--- config.mk ---
export PLATFORM = sky130hd
export DESIGN_NAME = hmbx_top
export DESIGN_NICKNAME = d
export VERILOG_FILES = /design/src/rtl/hmbx_pkg.sv /design/src/rtl/hmbx_decode.sv /design/src/rtl/hmbx_inbox.sv /design/src/rtl/hmbx_outbox.sv /design/src/rtl/hmbx_status.sv /design/src/rtl/hmbx_top.sv
export SDC_FILE = /design/constraint.sdc
export NUM_CORES = 1
export LEC_CHECK = 0
export ABC_AREA = 0
export BUFFER_PORTS_ARGS = -buffer_cell sky130_fd_sc_hd__buf_2
export CORE_MARGIN = 4
export CORE_UTILIZATION = 25
export CTS_CLUSTER_SIZE = 24
export DETAILED_ROUTE_END_ITERATION = 16
export HOLD_SLACK_MARGIN = 0.15
export PLACE_DENSITY = 0.51
export REMOVE_ABC_BUFFERS = 1
export SLEW_MARGIN = 10
export SYNTH_ARGS = -nofsm -noshare
export SYNTH_HDL_FRONTEND = slang
export SYNTH_HIERARCHICAL = 1
export SYNTH_SLANG_ARGS = --single-unit
--- constraint.sdc ---
create_clock -name clk -period 1.3 [get_ports clk]
set_input_delay 0.13 -clock clk [delete_from_list [all_inputs] [get_ports clk]]
set_output_delay 0.13 -clock clk [all_outputs]
set_load 0.005 [all_outputs]
--- src/rtl/hmbx_pkg.sv ---
package hmbx_pkg;
    localparam int BYTE_W = 8;

    // status byte bit positions (host software decodes these)
    localparam int ST_OUT_FULL = 0;
    localparam int ST_IN_FULL  = 1;
    localparam int ST_PROC     = 2;
    localparam int ST_WAS_CMD  = 3;
    localparam int ST_BURST    = 4;
    localparam int ST_SCI      = 5;
    localparam int ST_SMI      = 6;
    localparam int ST_RSVD     = 7;

    typedef struct packed {
        logic [BYTE_W-1:0] data;
        logic              full;
        logic              is_cmd;
        logic              ovr;
    } inbox_t;

    typedef struct packed {
        logic [BYTE_W-1:0] data;
        logic              full;
    } outbox_t;
endpackage

--- src/rtl/hmbx_decode.sv ---
module hmbx_decode #(
    parameter int ADDR_W    = 16,
    parameter int CMD_PORT  = 'h66,
    parameter int DATA_PORT = 'h62
) (
    input  logic [ADDR_W-1:0] addr,
    input  logic              wr,
    input  logic              rd,
    output logic              wr_cmd,
    output logic              wr_data,
    output logic              rd_cmd,
    output logic              rd_data
);
    localparam logic [ADDR_W-1:0] CMD_A  = ADDR_W'(CMD_PORT);
    localparam logic [ADDR_W-1:0] DATA_A = ADDR_W'(DATA_PORT);

    logic hit_cmd, hit_data;

    always_comb begin
        hit_cmd = (addr == CMD_A);
        hit_data = (addr == DATA_A);
        wr_cmd = wr & hit_cmd;
        wr_data = wr & hit_data;
        rd_cmd = rd & hit_cmd;
        rd_data = rd & hit_data;
    end
endmodule

--- src/rtl/hmbx_inbox.sv ---
module hmbx_inbox
    import hmbx_pkg::*;
(
    input  logic              clk,
    input  logic              rst_n,
    input  logic              wr_cmd,
    input  logic              wr_data,
    input  logic [BYTE_W-1:0] wdata,
    input  logic              take,
    output inbox_t            state
);
    inbox_t in_d, in_q;

    always_comb begin
        in_d = in_q;
        if (take) begin
            in_d.full = 1'b0;
        end
        if (wr_cmd || wr_data) begin
            in_d.data = wdata;
            in_d.is_cmd = wr_cmd;
            in_d.full = 1'b1;
            if (in_q.full && !take) begin
                in_d.ovr = 1'b1;
            end
        end
    end

    always_ff @(posedge clk) begin
        if (!rst_n) begin
            in_q <= '0;
        end else begin
            in_q <= in_d;
        end
    end

    assign state = in_q;
endmodule

--- src/rtl/hmbx_outbox.sv ---
module hmbx_outbox
    import hmbx_pkg::*;
(
    input  logic              clk,
    input  logic              rst_n,
    input  logic              post,
    input  logic [BYTE_W-1:0] post_byte,
    input  logic              host_read,
    output outbox_t           state
);
    outbox_t out_d, out_q;

    always_comb begin
        out_d = out_q;
        if (host_read) begin
            out_d.full = 1'b0;
        end
        if (post) begin
            out_d.data = post_byte;
            out_d.full = 1'b1;
        end
    end

    always_ff @(posedge clk) begin
        if (!rst_n) begin
            out_q <= '0;
        end else begin
            out_q <= out_d;
        end
    end

    assign state = out_q;
endmodule

--- src/rtl/hmbx_status.sv ---
module hmbx_status
    import hmbx_pkg::*;
(
    input  logic              clk,
    input  logic              rst_n,
    input  logic              proc_set,
    input  logic              proc_clr,
    input  logic              in_full,
    input  logic              in_is_cmd,
    input  logic              out_full,
    input  logic              sci,
    input  logic              smi,
    output logic              proc,
    output logic [BYTE_W-1:0] status
);
    logic proc_d, proc_q;

    always_comb begin
        proc_d = proc_q;
        if (proc_set) begin
            proc_d = 1'b1;
        end else if (proc_clr) begin
            proc_d = 1'b0;
        end
    end

    always_ff @(posedge clk) begin
        if (!rst_n) begin
            proc_q <= 1'b0;
        end else begin
            proc_q <= proc_d;
        end
    end

    always_comb begin
        status = '0;
        status[ST_OUT_FULL] = out_full;
        status[ST_IN_FULL] = in_full;
        status[ST_PROC] = proc_q;
        status[ST_WAS_CMD] = in_is_cmd;
        status[ST_BURST] = 1'b0;
        status[ST_SCI] = sci;
        status[ST_SMI] = smi;
        status[ST_RSVD] = 1'b0;
    end

    assign proc = proc_q;
endmodule

--- src/rtl/hmbx_top.sv ---
module hmbx_top
    import hmbx_pkg::*;
#(
    parameter int ADDR_W    = 16,
    parameter int CMD_PORT  = 'h66,
    parameter int DATA_PORT = 'h62
) (
    input  logic              clk,
    input  logic              rst_n,
    input  logic [ADDR_W-1:0] host_addr,
    input  logic              host_wr,
    input  logic              host_rd,
    input  logic [7:0]        host_wdata,
    output logic [7:0]        host_rdata,
    output logic [7:0]        ctl_in_byte,
    output logic              ctl_in_is_cmd,
    output logic              ctl_in_full,
    input  logic              ctl_take,
    input  logic              ctl_proc_set,
    input  logic              ctl_proc_clr,
    input  logic              ctl_post,
    input  logic [7:0]        ctl_post_byte,
    output logic              ctl_overrun,
    input  logic              sci_pend,
    input  logic              smi_pend,
    output logic              busy
);
    logic wr_cmd, wr_data, rd_cmd, rd_data;
    logic wr_hit;
    inbox_t in_s;
    outbox_t out_s;
    logic proc;
    logic [BYTE_W-1:0] status;

    hmbx_decode #(
        .ADDR_W(ADDR_W), .CMD_PORT(CMD_PORT), .DATA_PORT(DATA_PORT)
    ) i_decode (
        .addr(host_addr), .wr(host_wr), .rd(host_rd),
        .wr_cmd(wr_cmd), .wr_data(wr_data), .rd_cmd(rd_cmd), .rd_data(rd_data)
    );

    hmbx_inbox i_inbox (
        .clk(clk), .rst_n(rst_n), .wr_cmd(wr_cmd), .wr_data(wr_data),
        .wdata(host_wdata), .take(ctl_take), .state(in_s)
    );

    hmbx_outbox i_outbox (
        .clk(clk), .rst_n(rst_n), .post(ctl_post), .post_byte(ctl_post_byte),
        .host_read(rd_data), .state(out_s)
    );

    hmbx_status i_status (
        .clk(clk), .rst_n(rst_n), .proc_set(ctl_proc_set), .proc_clr(ctl_proc_clr),
        .in_full(in_s.full), .in_is_cmd(in_s.is_cmd), .out_full(out_s.full),
        .sci(sci_pend), .smi(smi_pend), .proc(proc), .status(status)
    );

    always_comb begin
        wr_hit = wr_cmd | wr_data;
        if (rd_cmd) begin
            host_rdata = status;
        end else if (rd_data) begin
            host_rdata = out_s.data;
        end else begin
            host_rdata = '0;
        end
    end

    assign ctl_in_byte = in_s.data;
    assign ctl_in_is_cmd = in_s.is_cmd;
    assign ctl_in_full = in_s.full;
    assign ctl_overrun = in_s.ovr;
    assign busy = in_s.full | proc;
endmodule

# Word-level counts from Yosys, hierarchy flattened

Index checks and enable logic that the tools add are counted.

Output and inout bits: 20
Word-level logic and storage cells: 30
Register bits after elaboration: 21
Input bits: 42

Bitwise operators: 5
Mux-type cells: 9
Equality and inequality tests: 2
Reductions and logical operators: 7

Operators by type and width:

| cell                                            | number |
|---|---|
| == test 16 x 7 -> 1 bit (second input constant) | 2 |
| two-way mux 8 bit                               | 2 |
| two-way mux 1 bit                               | 6 |
| nonzero test 2 bit                              | 3 |
| AND 1 bit                                       | 4 |
| two-way mux 3 bit                               | 1 |
| AND reduction 2 bit                             | 1 |
| logical AND 1 bit                               | 1 |
| zero test 1 bit                                 | 1 |
| logical OR 1 bit                                | 1 |
| bitwise OR 1 bit                                | 1 |

# Depth between registers and ports, before layout

Depth in word-level cells: 4
Mapped depth: 7
Gate-level depth less buffers: 6

# Modules after synthesis

Netlist, hierarchy kept.

By module, submodules not included:

| module      | area an instance (sq um) | cells each | sequential area each (sq um) | times used |
|---|---|---|---|---|
| hmbx_inbox  | 401.6                    | 45         | 220.2                        | 1 |
| hmbx_outbox | 335.3                    | 28         | 180.2                        | 1 |
| hmbx_top    | 108.9                    | 15         | 0.0                          | 1 |
| hmbx_decode | 106.4                    | 11         | 0.0                          | 1 |
| hmbx_status | 105.1                    | 12         | 20.0                         | 1 |

# Worst setup path after synthesis

No wires, ideal clock.

Path kind: input to output
Start point: input host_addr[8]
End point: output host_rdata[0]
Data arrival time: 1.221 ns
Buffers on the path: 0
Slack: -0.051 ns
Stages on the path: 5
Data required time: 1.170 ns
Cell sequence: nor4_2 nand4_2 nor3b_2 nor2b_4 a22o_1

Word-level cells in the longest chain between the ends: 4
Elaborated cells between the ends (all ways): 6
Classes of those cells: eq/ne: 2; mux: 2; bitwise: 2

Ends and longest elaborated chain:

| what                    | line              | RTL |
|---|---|---|
| start: declaration      | hmbx_top.sv:10    | `input logic [ADDR_W-1:0] host_addr,` |
| == test 16 x 7 -> 1 bit | hmbx_decode.sv:21 | `hit_data = (addr == DATA_A);` |
| AND 1 bit               | hmbx_decode.sv:25 | `rd_data = rd & hit_data;` |
| via rd_data             | hmbx_top.sv:28    | `logic wr_cmd, wr_data, rd_cmd, rd_data;` |
| two-way mux 8 bit       | hmbx_top.sv:62    | `end else if (rd_data) begin` |
| two-way mux 8 bit       | hmbx_top.sv:60    | `if (rd_cmd) begin` |
| end: declaration        | hmbx_top.sv:14    | `output logic [7:0] host_rdata,` |

The timed path passes the listed nets, and every way through them passes these cells.

# Worst setup path in the final report

Start point: input host_addr[3]
End point: output host_rdata[2]

Same word-level chain as after synthesis.

==> load_flow_metrics.sql <==
INSERT INTO impl_metrics (metric_group, metric, value, unit) VALUES
('synthesis', 'synth-edff-count', '0', ''),
('place', 'globalplace.congestion', '0.646', ''),
('worst_setup_path', 'required', '1.17', 'ns'),
('power', 'p_leak', '0.816', 'nW'),
('final_layout', 'filler_cell_count', '419', ''),
('clocking', 'numCtsBuffers', '3', ''),
('synthesis', 'ys_warn_count', '6', ''),
('flow_run', 'maxCapViolations', '0', ''),
('route', 'routed_via_density', '4.42', ''),
('route', 'num_vias', '1082', ''),
('final_layout', 'utilization', '42.3', '%'),
('synthesis', 'synthDominantAreaCellType', 'dfxtp_1', ''),
('sta', 'final-hold-violation-count', '0', ''),
('worst_setup_path', 'timing.setup.critical_path_class', 'input port to primary output', ''),
('final_layout', 'non_filler_instance_count_after_layout', '245', ''),
('final_layout', 'synthToLayoutAreaGrowth', '62.4', '%'),
('synthesis', 'synthMostInstantiatedCell', 'nand2_1', ''),
('sta', 'finalSetupViolations', '19', ''),
('synthesis', 'ys_types', '26', ''),
('synthesis', 'synthDominantCellAreaShare', '39.8', '%'),
('global_routing', 'number_of_antenna_violations_at_the_first_check_in_global_routing', '0', ''),
('clocking', 'clk_pin_slew', '0.07', 'ns'),
('sta', 'final.min_clock_period', '1.52', 'ns'),
('floorplan', 'die-height', '73.0', 'µm'),
('synthesis', 'synth.top_cells.by_area', 'dfxtp_1 40%, nand2_1 7.8%, mux2i_1 7.6%', ''),
('worst_hold_path', 'min_path_type', 'input port to register', ''),
('outcome', 'outcome', 'complete, but fails checks', ''),
('clocking', 'h-tree-depth', '1', ''),
('synthesis', 'postSynth.topFlopCell', 'dfxtp_1', ''),
('power', 'peakVddDrop', '0.000324', 'V'),
('floorplan', 'floorplan.initialDensity', '26.1', '%'),
('final_layout', 'fin_area', '1720', 'µm²'),
('global_routing', 'globalRouteMet3Util', '3.17', '%'),
('sta', 'max_slew_violations', '0', ''),
('sta', 'max_clock_freq', '657', 'MHz'),
('global_routing', 'grt_overflow', '0', ''),
('outcome', 'violations', 'setup timing', ''),
('floorplan', 'pin_count', '62', ''),
('power', 'powerDensity', '743', 'nW/µm²'),
('sta', 'finalSetupTns', '-3.18', 'ns'),
('floorplan', 'die_width', '73.0', 'µm'),
('worst_setup_path', 'reg2reg_slack', '0.56', 'ns'),
('global_routing', 'grt_most_used_layer', 'met2', ''),
('final_layout', 'final_nets', '238', ''),
('place', 'place_worst_setup_slack', '-0.328', 'ns'),
('global_routing', 'number_of_global_route_vias_before_repair', '1161', ''),
('place', 'detailed_place.area', '1430', 'µm²'),
('synthesis', 'syn-instance-count', '111', ''),
('clocking', 'max-clock-path-buffers', '2', ''),
('route', 'detail_route.first_pass.iterations', '2', ''),
('synthesis', 'synth_sequential_area_ratio', '39.8', '%'),
('worst_setup_path', 'critical_path_peak_fanout', '6', ''),
('clocking', 'cts_tree', 'done', ''),
('synthesis', 'synth_seq_cells', '21', ''),
('sta', 'layout_setup_ws', '-0.222', 'ns'),
('global_routing', 'use_met1', '12.1', '%'),
('place', 'numPlacedInstances', '220', ''),
('synthesis', 'synth.cell_area', '1060', 'µm²'),
('power', 'total_power_consumption_of_the_routed_design', '1.28', 'mW'),
('route', 'post_drt_wl_per_cell', '11.9', 'µm'),
('sta', 'grt_setup_unrepaired', 'true', ''),
('place', 'hpwl', '2.16', 'mm'),
('global_routing', 'grt_pass1_wl', '4.89', 'mm'),
('route', 'detail_route.drc_violations', '0', ''),
('synthesis', 'yosys-top-cells-count', '22 x nand2_1, 21 x dfxtp_1, 10 x nor2b_1', ''),
('worst_setup_path', 'cp.arrival', '1.39', 'ns'),
('worst_setup_path', 'timing.critical_path.from_type', 'input port', ''),
('floorplan', 'fp.dieArea', '5330', 'µm²'),
('route', 'drt.antenna.violating_nets', '0', ''),
('sta', 'finalCritPeriodShare', '117', '%'),
('final_layout', 'layout-drive-gt1-share', '46.2', '%');
-- cell families after synthesis --
kind of cell | count (synthesis) | share of synthesized area, %
other | 1 | 0.355
and+or+nand+nor | 48 | 28.4
AOI/OAI and AO/OA | 21 | 15.1
DFF | 21 | 39.8
muxes | 8 | 7.57
buffers and inverters | 12 | 8.76
-- registers in the layout, indices dropped and copies added, names as in the netlist --
signal,flops
i_inbox/state,11
i_outbox/state,9
i_status/proc,1
-- path summary, 6_finish.rpt --
path / start / to / depth (start not counted)
hold reg to reg: i_inbox/state[8] / i_inbox/state[8] / 2
setup / recovery: host_addr[3] / host_rdata[2] / 7
setup reg to reg: i_inbox/state[2] / i_inbox/state[0] / 3
hold / removal: ctl_take / i_inbox/state[2] / 3
-- layer usage --
metal / up-vias / wire (µm) / part of all wire, %
li1: 535 / - / -
met1: 509 / 1130 / 39
met2: 36 / 1530 / 52
met3: 2 / 236 / 8.1
met4: 0 / 20 / 0.68
met5: - / 0 / 0
-- cell type report --
cell class                      count  area (µm²)  area share, %
Clock buffer                        4        45.0           2.62
Multi-Input combinational cell     79         572           33.3
Sequential cell                    21         420           24.5
Tap cell                           50        62.6           3.64
Timing Repair Buffer               91         617           35.9
-- power breakdown --
group | internal (mW) | switching [mW]
clock | 0.218 | 0.202
sequential | 0.662 | 0.0101
combinational | 0.121 | 0.0629
total | 1.00 | 0.275
-- placed cells by master, fill, tap and decap left out, types with 2 or more instances in the layout --
cell	instances
a22o_1	6
nor2_2	2
nand2_1	21
dlygate4sd3_1	17
nor2b_4	2
nor2_1	2
buf_2	58
buf_12	2
a21boi_1	8
o21a_1	4
nor2b_1	10
buf_4	11
mux2i_1	8
buf_6	3
clkbuf_8	3
conb_1	2
dfxtp_1	21
-- critical path, cell delays in order --
cell and delay (ns):
buf_6 0.10, nor4b_4 0.28, nand4_2 0.17, nor3b_2 0.21, nor2b_4 0.24, a22o_1 0.16
buf_2 0.11
-- repair_timing --
item,4_1_cts,5_1_grt
setup buffers,3,1
gates resized for setup,6,4
pin swaps,5,4
setup endpoints to repair,16,19
endpoints found under the hold margin,17,0
hold buffers,17,0
cloned,0,0
Note: power is estimated with default switching activity, not from simulation.
